[src/rtl/cq_pkg.sv]
package cq_pkg;

  typedef enum logic [1:0] {
    OP_PLAIN  = 2'd0,
    OP_GLOAD  = 2'd1,
    OP_STCOND = 2'd2,
    OP_LDRES  = 2'd3
  } op_kind_e;

  // the bottom entry holds off interrupts while unfinished and guarded or store-conditional
  function automatic logic head_holds_irq(input logic occ, input logic done,
                                          input logic grd, input op_kind_e kind);
    return occ && !done && (grd || kind == OP_STCOND);
  endfunction

  // condition bit of a finishing store-conditional
  function automatic logic stcond_pass(input logic resv, input logic kill, input logic aerr);
    return resv && !kill && !aerr;
  endfunction

endpackage

[src/rtl/cq_slot.sv]
module cq_slot #(
  parameter int TAG_W   = 4,
  parameter bit IS_HEAD = 1'b0
) (
  input  logic             occ,
  input  logic [TAG_W-1:0] tag,
  input  logic             grd,
  input  logic             done,
  input  logic             fin_valid,
  input  logic [TAG_W-1:0] fin_tag,
  input  logic             clrg_valid,
  input  logic [TAG_W-1:0] clrg_tag,
  output logic             nx_grd,
  output logic             nx_done,
  output logic             fin_hit
);
  logic clr_hit;

  assign fin_hit = occ && fin_valid && (fin_tag == tag) && !done;
  // only the bottom entry can be on the bus as a guarded load
  assign clr_hit = IS_HEAD && occ && clrg_valid && (clrg_tag == tag);
  assign nx_done = done || fin_hit;
  assign nx_grd  = grd && !clr_hit;
endmodule

[src/rtl/cq_resv.sv]
module cq_resv (
  input  logic clk,
  input  logic rst_n,
  input  logic snoop_kill,
  input  logic sc_fin,
  input  logic lr_fin,
  input  logic sc_aerr,
  output logic sc_done,
  output logic sc_ok
);
  import cq_pkg::*;

  logic resv_q;

  always_ff @(posedge clk) begin
    if (!rst_n) begin
      resv_q  <= 1'b0;
      sc_done <= 1'b0;
      sc_ok   <= 1'b0;
    end else begin
      sc_done <= sc_fin;
      sc_ok   <= sc_fin && stcond_pass(resv_q, snoop_kill, sc_aerr);
      if (snoop_kill || sc_fin) resv_q <= 1'b0;
      else if (lr_fin)          resv_q <= 1'b1;
    end
  end


  sc_consumes_chk: assert property (@(posedge clk) disable iff (!rst_n)
    sc_done |-> !resv_q);

  snoop_clears_chk: assert property (@(posedge clk) disable iff (!rst_n)
    snoop_kill |=> !resv_q);

  ok_needs_done_chk: assert property (@(posedge clk) disable iff (!rst_n)
    sc_ok |-> sc_done);
endmodule

[src/rtl/cq_irq_gate.sv]
module cq_irq_gate #(
  parameter int DEPTH = 4,
  parameter int TAG_W = 4
) (
  input  logic             clk,
  input  logic             rst_n,
  input  logic             disp_valid,
  input  logic [1:0]       disp_kind,
  input  logic [TAG_W-1:0] disp_tag,
  output logic             disp_ok,
  input  logic             fin_valid,
  input  logic [TAG_W-1:0] fin_tag,
  input  logic             clrg_valid,
  input  logic [TAG_W-1:0] clrg_tag,
  input  logic             sc_aerr,
  input  logic             snoop_kill,
  input  logic             irq_req,
  output logic             retire,
  output logic [TAG_W-1:0] retire_tag,
  output logic             guard_go,
  output logic             sc_done,
  output logic             sc_ok,
  output logic             irq_take
);
  import cq_pkg::*;

  localparam int CNT_W = $clog2(DEPTH + 1);

  logic [CNT_W-1:0] cnt;
  logic [TAG_W-1:0] tag_q  [DEPTH];
  op_kind_e         kind_q [DEPTH];
  logic [DEPTH-1:0] grd_q, done_q;

  logic [TAG_W-1:0] nx_tag  [DEPTH];
  op_kind_e         nx_kind [DEPTH];
  logic [DEPTH-1:0] nx_g, nx_d;

  logic [DEPTH-1:0] occ, upd_grd, upd_done, fin_hit, is_sc, is_lr;
  logic             head_blk, acc, full, take_disp, sc_fin, lr_fin;
  logic [CNT_W-1:0] wr_pos;

  for (genvar i = 0; i < DEPTH; i++) begin : g_slot
    assign occ[i]   = CNT_W'(i) < cnt;
    assign is_sc[i] = kind_q[i] == OP_STCOND;
    assign is_lr[i] = kind_q[i] == OP_LDRES;
    cq_slot #(.TAG_W(TAG_W), .IS_HEAD(i == 0)) u_slot (
      .occ       (occ[i]),
      .tag       (tag_q[i]),
      .grd       (grd_q[i]),
      .done      (done_q[i]),
      .fin_valid (fin_valid),
      .fin_tag   (fin_tag),
      .clrg_valid(clrg_valid),
      .clrg_tag  (clrg_tag),
      .nx_grd    (upd_grd[i]),
      .nx_done   (upd_done[i]),
      .fin_hit   (fin_hit[i])
    );
  end

  assign sc_fin     = |(fin_hit & is_sc);
  assign lr_fin     = |(fin_hit & is_lr);
  assign head_blk   = head_holds_irq(occ[0], done_q[0], grd_q[0], kind_q[0]);
  assign acc        = irq_req && !head_blk && !irq_take;
  assign retire     = occ[0] && done_q[0];
  assign retire_tag = tag_q[0];
  assign guard_go   = occ[0] && grd_q[0] && !done_q[0];
  assign full       = cnt == CNT_W'(DEPTH);
  assign disp_ok    = !acc && (!full || retire);
  assign take_disp  = disp_valid && disp_ok;
  assign wr_pos     = cnt - CNT_W'(retire);

  always_comb begin
    int src;
    for (int i = 0; i < DEPTH; i++) begin
      src        = (retire && i < DEPTH - 1) ? i + 1 : i;
      nx_tag[i]  = tag_q[src];
      nx_kind[i] = kind_q[src];
      nx_g[i]    = upd_grd[src];
      nx_d[i]    = upd_done[src];
      if (take_disp && wr_pos == CNT_W'(i)) begin
        nx_tag[i]  = disp_tag;
        nx_kind[i] = op_kind_e'(disp_kind);
        nx_g[i]    = op_kind_e'(disp_kind) == OP_GLOAD;
        nx_d[i]    = 1'b0;
      end
    end
  end

  always_ff @(posedge clk) begin
    if (!rst_n) begin
      cnt      <= '0;
      grd_q    <= '0;
      done_q   <= '0;
      irq_take <= 1'b0;
      for (int i = 0; i < DEPTH; i++) begin
        tag_q[i]  <= '0;
        kind_q[i] <= OP_PLAIN;
      end
    end else begin
      cnt      <= acc ? '0 : cnt - CNT_W'(retire) + CNT_W'(take_disp);
      grd_q    <= nx_g;
      done_q   <= nx_d;
      irq_take <= acc;
      for (int i = 0; i < DEPTH; i++) begin
        tag_q[i]  <= nx_tag[i];
        kind_q[i] <= nx_kind[i];
      end
    end
  end

  cq_resv u_resv (
    .clk       (clk),
    .rst_n     (rst_n),
    .snoop_kill(snoop_kill),
    .sc_fin    (sc_fin),
    .lr_fin    (lr_fin),
    .sc_aerr   (sc_aerr),
    .sc_done   (sc_done),
    .sc_ok     (sc_ok)
  );


  cnt_range_chk: assert property (@(posedge clk) disable iff (!rst_n)
    cnt <= CNT_W'(DEPTH));

  gate_hold_chk: assert property (@(posedge clk) disable iff (!rst_n)
    head_blk |=> !irq_take);

  take_pulse_chk: assert property (@(posedge clk) disable iff (!rst_n)
    irq_take |=> !irq_take);

  flush_chk: assert property (@(posedge clk) disable iff (!rst_n)
    irq_take |-> (cnt == '0));
endmodule

[config.mk]
export PLATFORM = sky130hd
export DESIGN_NAME = cq_irq_gate
export DESIGN_NICKNAME = d
export VERILOG_FILES = /design/src/rtl/cq_pkg.sv /design/src/rtl/cq_slot.sv /design/src/rtl/cq_resv.sv /design/src/rtl/cq_irq_gate.sv
export SDC_FILE = /design/constraint.sdc
export NUM_CORES = 1
export LEC_CHECK = 0
export BUFFER_PORTS_ARGS = -buffer_cell sky130_fd_sc_hd__clkbuf_2
export CORE_MARGIN = 1
export CORE_UTILIZATION = 62
export CTS_CLUSTER_SIZE = 28
export DETAILED_ROUTE_END_ITERATION = 12
export GPL_TIMING_DRIVEN = 0
export PLACE_DENSITY = 0.81
export SYNTH_ARGS = -nofsm -noshare
export SYNTH_HDL_FRONTEND = slang
export SYNTH_HIERARCHICAL = 1
export SYNTH_SLANG_ARGS = --single-unit
[constraint.sdc]
create_clock -name clk -period 4.1 [get_ports clk]
set_clock_uncertainty 0.15 [all_clocks]
set_input_delay 0.82 -clock clk [delete_from_list [all_inputs] [get_ports clk]]
set_output_delay 0.82 -clock clk [all_outputs]
set_load 0.05 [all_outputs]
After elaboration in Yosys (flattened, before gate mapping)
Memory sizes are Yosys's and may differ from the RTL's. Cells that the tools add are included.

Register bits: 15. Bits in latches: 0. Bits in writable memories: 24. Memory bits (read-only): 0. Input port bits: 22. Output and inout bits: 10. Word-level logic and storage cells: 151. Memories: 2.

$add $sub $neg: 2. Multipliers: 0. Div/mod/pow operators: 0. Magnitude comparators: 7. Eq/ne operators: 18. Shift operators: 0. Mux-type cells: 42. Bitwise gates (word level): 11. Reduce and logical (&&, ||, !) cells: 58.

Memory list: tag_q (words 4, width 4, read ports 7, clocked after Yosys merged registers in 0, write ports 4, RTL line cq_irq_gate.sv:30) `logic [TAG_W-1:0] tag_q [DEPTH];`; kind_q (words 4, width 2, read ports 7, clocked after Yosys merged registers in 0, write ports 4, RTL line cq_irq_gate.sv:31) `op_kind_e kind_q [DEPTH];`.

Operators by type and width (number): two-way mux 4 bit (8); logical AND 1 bit (31); equality test 4 bit (5); two-way mux 1 bit (19); two-way mux 2 bit (9); equality test 2 bit, second input constant (8); binary-select mux 1 bit (select 2 bit) (6); OR reduction 2 bit (6); logical NOT 1 bit (11); bitwise AND 4 bit (2); OR 1 bit (8); OR reduction 4 bit (2); logical OR 1 bit (7); equality test 3 x 2 -> 1 bit, second input constant (2); < comparator 1 x 3 -> 1 bit, first input constant (2); < comparator 2 x 3 -> 1 bit, first input constant (2); < comparator 2 x 3 -> 1 bit, second input constant (2); adder 3 x 1 -> 3 bit (1); equality test 3 x 1 -> 1 bit, second input constant (1); equality test 3 bit, second input constant (1); logical NOT 3 bit (1); < comparator 1 x 3 -> 1 bit, second input constant (1); subtractor 3 x 1 -> 3 bit (1); equality test 2 x 1 -> 1 bit, second input constant (1); inverter 1 bit (1).

Longest topological paths before layout
Gate-level depths: netlist of run 1. An unclocked memory read counts as a cell.

Depth in word-level cells: 13. Mapped depth: 11. Depth with buffers taken out: 9.

Cells and area by module
Netlist of run 1, hierarchy kept.

Modules (own cells, without submodules): cq_irq_gate (times used 1, cells each 187, area each 1901.8 sq um, seq. area each 720.7 sq um); cq_slot (g_slot[1].u_slot ...) (times used 3, cells each 9, area each 70.1 sq um, seq. area each 0.0 sq um); cq_resv (times used 1, cells each 9, area each 108.9 sq um, seq. area each 60.1 sq um); cq_slot (g_slot[0].u_slot) (times used 1, cells each 14, area each 108.9 sq um, seq. area each 0.0 sq um).

Worst setup path before layout of run 1
OpenSTA, ideal clock, no wires.

Path kind: in2out. Start point: input irq_req. End point: output disp_ok. Arrival: 2166 ps. Required time: 3130 ps. Slack: 964 ps. Stages on the path: 4. Buffers on the path: 1. Cell sequence: or2b_2 buf_1 nor2_1 a21oi_1.

Longest elaborated chain between the ends: 4.

Ends and longest elaborated chain: start, declared (RTL line cq_irq_gate.sv:17) `input logic irq_req,`; logical AND 1 bit (2 in series) (RTL line cq_irq_gate.sv:64) `assign acc = irq_req && !head_blk && !irq_take;`; logical NOT 1 bit (RTL line cq_irq_gate.sv:69) `assign disp_ok = !acc && (!full || retire);`; logical AND 1 bit (RTL line cq_irq_gate.sv:69); end, declared (RTL line cq_irq_gate.sv:10) `output logic disp_ok,`.

No other way between the ends.

Worst setup path after layout of run 1
Same ends and word-level chain as after synthesis.

==> metrics.yaml, run 1 <==
run_status:
  status: "complete, no violations"
timing:
  finalHoldViolCount: 0
  setup_tns_ns: 0
  tightestPinTransition_ns: 0.5538
  period_needed_ns: 2.919
  period_share_pct: 71.21
  relSlewSlack_pct: 63.08
  fmax_mhz: 342.5
  drv_slew: 0
  fin_ws_ns: 1.181
  rsz0062_at_grt: "false"
  setup_viol: 0
power:
  clock_power_share_pct: 33.8
  p_int_uw: 547.0
  power.density_nw_per_um2: 288.7
  seq_power_share_pct: 52.0
  swShare_pct: 27.79
  leakage_nw: 1.186
  combPwrFrac_pct: 14.2
  peakVddDrop_uv: 185.3
  power_switching_uw: 210.5
die:
  ios: 32
  row_count: 21
  die_area_sq_um: 4007
  die_y_um: 63.30
  die_w_um: 63.30
  start_util_pct: 67.17
  core_area_sq_um: 3468
clock_network:
  cts_buffers: 5
  cts_buffer_depth: 2
  htreeDepth: 2
  clkSinkCount: 39
  insertion_delay_ns: 0.30
  post_cts_buffers: 0
  hold_buffers: 0
  root_buffer: "clkbuf_8"
  cts_resized: 0
  clkTransAtPathRegs_ns: 0.07
  cts_tree: "done"
critical_path:
  worstPathMaxFanout: 6
  required_ns: 3.13
  cpPeakStageDelay_ns: 0.35
  crit_family: "buffers and inverters"
  cp.buffers_inverters: 3
  critPathLaunch: "irq_req"
  cp_cell_sequence: "clkbuf_2 > or2b_2 > buf_1 > nor2_1 > a21oi_1 > clkbuf_2"
  slowest_stage: "buf_1"
  crit_top_cell: "clkbuf_2"
  reg2reg_from: "cnt[0]"
  critPathKind: "primary input to output port"
  worstSetupEndpointType: "output port"
  cp-start-kind: "primary input"
  arrival_ns: 1.95
route:
  ant_nets: 0
  via_count: 1805
  drt-total-wl_mm: 5.075
  route.detailed.drc: 0
  drtPass1Iterations: 4
  wire_per_inst_um: 15.76
  drt_iter0_markers: 113
  vias_per_cell: 5.606
place:
  io_buffers: 31
  hpwl_mm: 3.694
  place_ws_ns: 1.058
  gp_congestion: 0.8466
finish:
  fillers: 273
  register_area_sq_um: 780.7
  multiInputGateArea_sq_um: 1440
  nNetsFinal: 301
  synthToLayoutAreaGrowth_pct: 12.62
  finalCoreUtilization_pct: 75.65
  antenna_cells: 0
  drive_gt1_share_pct: 30.07
synth:
  synth-simple-area-share_pct: 18.47
  synth.cell_area_sq_um: 2330
  yosysWarnings: 6
  seq_area_frac_synth_pct: 33.51
  synth_top_area_share_pct: 33.51
  syn_avg_cell_area_sq_um: 9.830
  synth_edf_count: 0
  yosys.area_share.adder_pct: 2.148
  syn_nets: 263
  synthXorXnorAreaFrac_pct: 8.271
  async_reset_ff_share_pct: 0
  netlist_instances: 237
  yosys.area.top_type: "dfxtp_1"
  synth_top_family_by_area: "multiplexers"
  muxShareOfSynthArea_pct: 23.63
  ys.flop_type: "dfxtp_1"
  ys_types: 38
  synth_compound_area_share_pct: 9.291
  ys_ff_latch: 39
  synthTopCellsByArea: "dfxtp_1, mux2i_1, mux2_2"
hold_path:
  min_from: "u_resv/resv_q"
  hp-class: "register to register"
global_route:
  gr-usage-all-layers_pct: 28.25
  overflow: 0
  grt_pass1_wl_mm: 8.493
  antenna_found_initial: 0
  grt_pass1_vias: 1805
  grt_max_degree: 12
flow_run:
  drv_cap: 0
-- per-stage QoR --
| stage | area, sq um | hold slack [ns] | power, mW | instances |
|---|---|---|---|---|
| 6_report | 2624 | 0.3134 | 0.7575 | 322 |
| 5_1_grt | 2624 | 0.3419 | 0.7854 | 322 |
| 4_1_cts | 2624 | 0.3095 | 0.7584 | 322 |
| 3_5_place_dp | 2542 | 0.2986 | 0.5098 | 314 |
| 3_3_place_gp | 2542 | 0.2877 | 0.5078 | 314 |
| 2_1_floorplan | 2330 | 0.2786 | 0.4754 | 237 |
-- flip-flops by register name (all words and copies together) (netlist names) --
register	count
cnt	3
done_q	4
grd_q	4
irq_take	1
kind_q	8
tag_q	16
u_resv/resv_q	1
u_resv/sc_done	1
u_resv/sc_ok	1
-- logic make-up (layout without fill, tap and decap cells) --
group,after synthesis,count (layout)
AND/OR/NAND/NOR,84,84
multiplexers,52,52
flip-flops,39,39
XOR/XNOR,22,22
buffers and inverters,20,59
AO/OA/AOI/OAI,16,16
adder cells (fa/ha/maj),4,4
-- synth_stat cells, types with 4 or more instances --
library cell  count
nand2_1          41
inv_1             7
clkbuf_1          5
ha_1              4
mux2_2           21
nand3_1          14
o21bai_1          4
buf_4             5
xnor2_1          19
and3_1            7
mux2i_1          28
nor3_2            6
dfxtp_1          39
-- power by group through the flow --
| stage | Clock (mW) | Sequential (mW) | Combinational, mW |
|---|---|---|---|
| 3_5_place_dp | 0 | 0.403 | 0.107 |
| 3_3_place_gp | 0 | 0.403 | 0.105 |
| 2_1_floorplan | 0 | 0.412 | 0.0629 |
| 5_1_grt | 0.274 | 0.395 | 0.117 |
| 6_report | 0.256 | 0.394 | 0.108 |
| 4_1_cts | 0.257 | 0.394 | 0.108 |
-- layout by cell type (no fill, tap or decap), types with 2 or more instances in the layout --
| cell type | n |
|---|---|
| inv_1 | 7 |
| buf_4 | 5 |
| nor3_2 | 6 |
| xnor2_1 | 19 |
| dfxtp_1 | 39 |
| clkbuf_1 | 7 |
| nand3_1 | 14 |
| o2111ai_4 | 3 |
| and3_1 | 7 |
| mux2i_1 | 28 |
| mux2_1 | 3 |
| nor3_1 | 3 |
| or2_2 | 2 |
| nor2_1 | 3 |
| nand2_1 | 41 |
| o21bai_1 | 4 |
| xor2_1 | 3 |
| ha_1 | 4 |
| clkbuf_2 | 31 |
| clkbuf_8 | 5 |
| buf_6 | 2 |
| mux2_2 | 21 |
-- worst min-delay path: stages, from the launching register on --
cell and delay (ns):
dfxtp_1 0.32, nand2_1 0.07, nor3_2 0.03
-- routing by layer --
metal  GRT usage (%)  wire length [um]  up-vias
met1           33.75              2305      858
li1                -                 -      897
met3           5.072               228       10
met2           49.46              2465       40
met4           11.65                76        0
met5               0                 0        -
-- worst paths after layout --
| kind | cells after the start | end | slack (ns) |
|---|---|---|---|
| max | 6 | disp_ok | 1.18 |
| min | 2 | u_resv/sc_ok | 0.31 |
| max reg2reg | 10 | cnt[2] | 1.23 |
| min reg2reg | 2 | u_resv/sc_ok | 0.31 |
-- final cells by class --
class                   instances  area share [%]
clock buffers                   7           2.909
well taps                      46           2.194
inverters                       7           1.001
clock inverters                 1          0.1907
multi-input cells             178           54.89
flip-flops and latches         39           29.76
repair buffers                 31           5.913
plain buffers                  13           3.147
(Power assumes the default switching activity.)
==> run 2, diff against run 1 <==
--- a/config.mk
+++ b/config.mk
@@ -7,11 +7,11 @@
 export LEC_CHECK = 0
 export BUFFER_PORTS_ARGS = -buffer_cell sky130_fd_sc_hd__clkbuf_2
 export CORE_MARGIN = 1
-export CORE_UTILIZATION = 62
+export CORE_UTILIZATION = 57
 export CTS_CLUSTER_SIZE = 28
 export DETAILED_ROUTE_END_ITERATION = 12
 export GPL_TIMING_DRIVEN = 0
-export PLACE_DENSITY = 0.81
+export PLACE_DENSITY = 0.75
 export SYNTH_ARGS = -nofsm -noshare
 export SYNTH_HDL_FRONTEND = slang
 export SYNTH_HIERARCHICAL = 1
==> constraint.sdc (replaced) <==
create_clock -name clk -period 3 [get_ports clk]
set_clock_uncertainty 0.15 [all_clocks]
set_input_delay 0.6 -clock clk [delete_from_list [all_inputs] [get_ports clk]]
set_output_delay 0.6 -clock clk [all_outputs]
set_load 0.05 [all_outputs]
==> metrics.yaml, run 2 (synthesis gave the netlist of run 1 again) <==
power:
  swShare_pct: 26.14
  power_switching_uw: 281.1
  clock_power_share_pct: 36.4
  peakVddDrop_uv: 263.6
  p_int_uw: 794.3
  leakage_nw: 1.207
  combPwrFrac_pct: 13.6
  seq_power_share_pct: 50.1
  power.density_nw_per_um2: 403.1
timing:
  relSlewSlack_pct: 61.28
  drv_slew: 0
  period_share_pct: 94.42
  fmax_mhz: 353.0
  rsz0062_at_grt: "false"
  finalHoldViolCount: 0
  setup_tns_ns: 0
  setup_viol: 0
  period_needed_ns: 2.832
  tightestPinTransition_ns: 0.5808
die:
  core_area_sq_um: 3799
  die_w_um: 65.93
  ios: 32
  die_area_sq_um: 4347
  die_y_um: 65.93
  start_util_pct: 61.33
  row_count: 22
flow_run:
  drv_cap: 0
finish:
  synthToLayoutAreaGrowth_pct: 14.50
  drive_gt1_share_pct: 31.18
  fillers: 295
  register_area_sq_um: 780.7
  antenna_cells: 0
  multiInputGateArea_sq_um: 1440
  final_cell_mix: "nand2_1, dfxtp_1, clkbuf_2"
  top_register: "tag_q"
  stdcell_area_sq_um: 2668
  reg_top3: "tag_q: 16 flops, kind_q: 8 flops"
  final_common_cell: "nand2_1"
  nNetsFinal: 304
  largest_reg_flops: 16
route:
  route.detailed.drc: 0
  via_count: 1765
  drt_iter0_markers: 100
  ant_nets: 0
  drt-total-wl_mm: 4.987
  drtPass1Iterations: 5
  wire_per_inst_um: 15.25
  vias_per_cell: 5.398
place:
  io_buffers: 31
  hpwl_mm: 3.674
  place_area_sq_um: 2545
  gp_congestion: 0.8130
global_route:
  antenna_found_initial: 0
  grt_pass1_vias: 1678
  overflow: 0
  grt_pass1_wl_mm: 7.955
  grt_max_degree: 12
  gr-usage-all-layers_pct: 25.04
critical_path:
  critPathKind: "register to register"
  cpPeakStageDelay_ns: 0.40
  slowest_stage: "ha_1"
  required_ns: 3.04
  worstSetupEndpointType: "register"
  worstPathMaxFanout: 10
  crit_family: "adder cells"
  crit_top_cell: "ha_1"
  cp_cell_sequence: "buf_6 > o31ai_4 > buf_4 > inv_1 > ha_1 > ha_1 > inv_1 > ha_1 > xnor2_1 > xnor2_1 > and3_1"
  cp-start-kind: "register"
  cp.buffers_inverters: 4
  arrival_ns: 2.87
clock_network:
  htreeDepth: 2
  cts_buffer_depth: 2
  cts_tree: "done"
  clkSinkCount: 39
  insertion_delay_ns: 0.29
  cts_buffers: 5
  clkTransAtPathRegs_ns: 0.07
  root_buffer: "clkbuf_8"
run_status:
  status: "complete, no violations"
hold_path:
  hp-class: "register to register"
==> run 2: changes by cell type in the layout (fill, tap and decap cells not counted), sizes merged <==
cell    change
clkinv      -1
buf         +3
clkbuf      +1
==> run 2: per-stage QoR <==
stage                     power (mW)  util (%)  hold WS, ns  instances  setup WS [ns]
after global placement        0.6949     67.00       0.2893        316         0.1764
after floorplan               0.6497         -       0.2786        237         0.1784
after detailed placement      0.6964     67.00       0.2917        316         0.1252
final                          1.075     70.22       0.3020        327         0.1675
after global routing           1.123     70.22       0.3096        327        0.01020
after CTS                      1.084     69.63       0.3018        324         0.1071
==> run 2: worst paths after layout <==
check / slack [ns] / end / cells after the start / startpoint
max: 0.17 / cnt[2] / 11 / cnt[2]
min: 0.30 / u_resv/sc_ok / 2 / u_resv/resv_q
max reg2reg: 0.17 / cnt[2] / 11 / cnt[2]
min reg2reg: 0.30 / u_resv/sc_ok / 2 / u_resv/resv_q
==> run 2: power groups by stage <==
stage / Clock (mW) / Sequential, mW / Combinational [mW]
after floorplan: 0 / 0.564 / 0.0860
after global placement: 0 / 0.550 / 0.145
after detailed placement: 0 / 0.550 / 0.146
after CTS: 0.399 / 0.538 / 0.146
after global routing: 0.426 / 0.540 / 0.157
final: 0.391 / 0.538 / 0.146
==> run 2: metal layers <==
layer,share of wire [%],track usage (%)
met5,0,0
met4,0.42,8.777
met3,3.7,5.000
met2,49,44.13
met1,46,29.87
==> run 2: worst reg2reg max path, cell delays in order, from the launching register on <==
cell	delay, ns
dfxtp_1	0.32
buf_6	0.14
o31ai_4	0.35
buf_4	0.28
inv_1	0.08
ha_1	0.20
ha_1	0.40
inv_1	0.13
ha_1	0.23
xnor2_1	0.14
xnor2_1	0.12
and3_1	0.18
==> run 2: area by class of cell <==
type	count	area share, %
Inverter	7	0.9850
Multi-Input combinational cell	178	53.99
Tap cell	48	2.251
Sequential cell	39	29.27
Clock buffer	8	3.752
Timing Repair Buffer	34	6.660
Buffer	13	3.096
==> run 2: timing repair <==
item	4_1_cts	5_1_grt
setup endpoints to repair	0	2
hold buffers	0	0
setup buffers	0	3
resized for setup	0	0
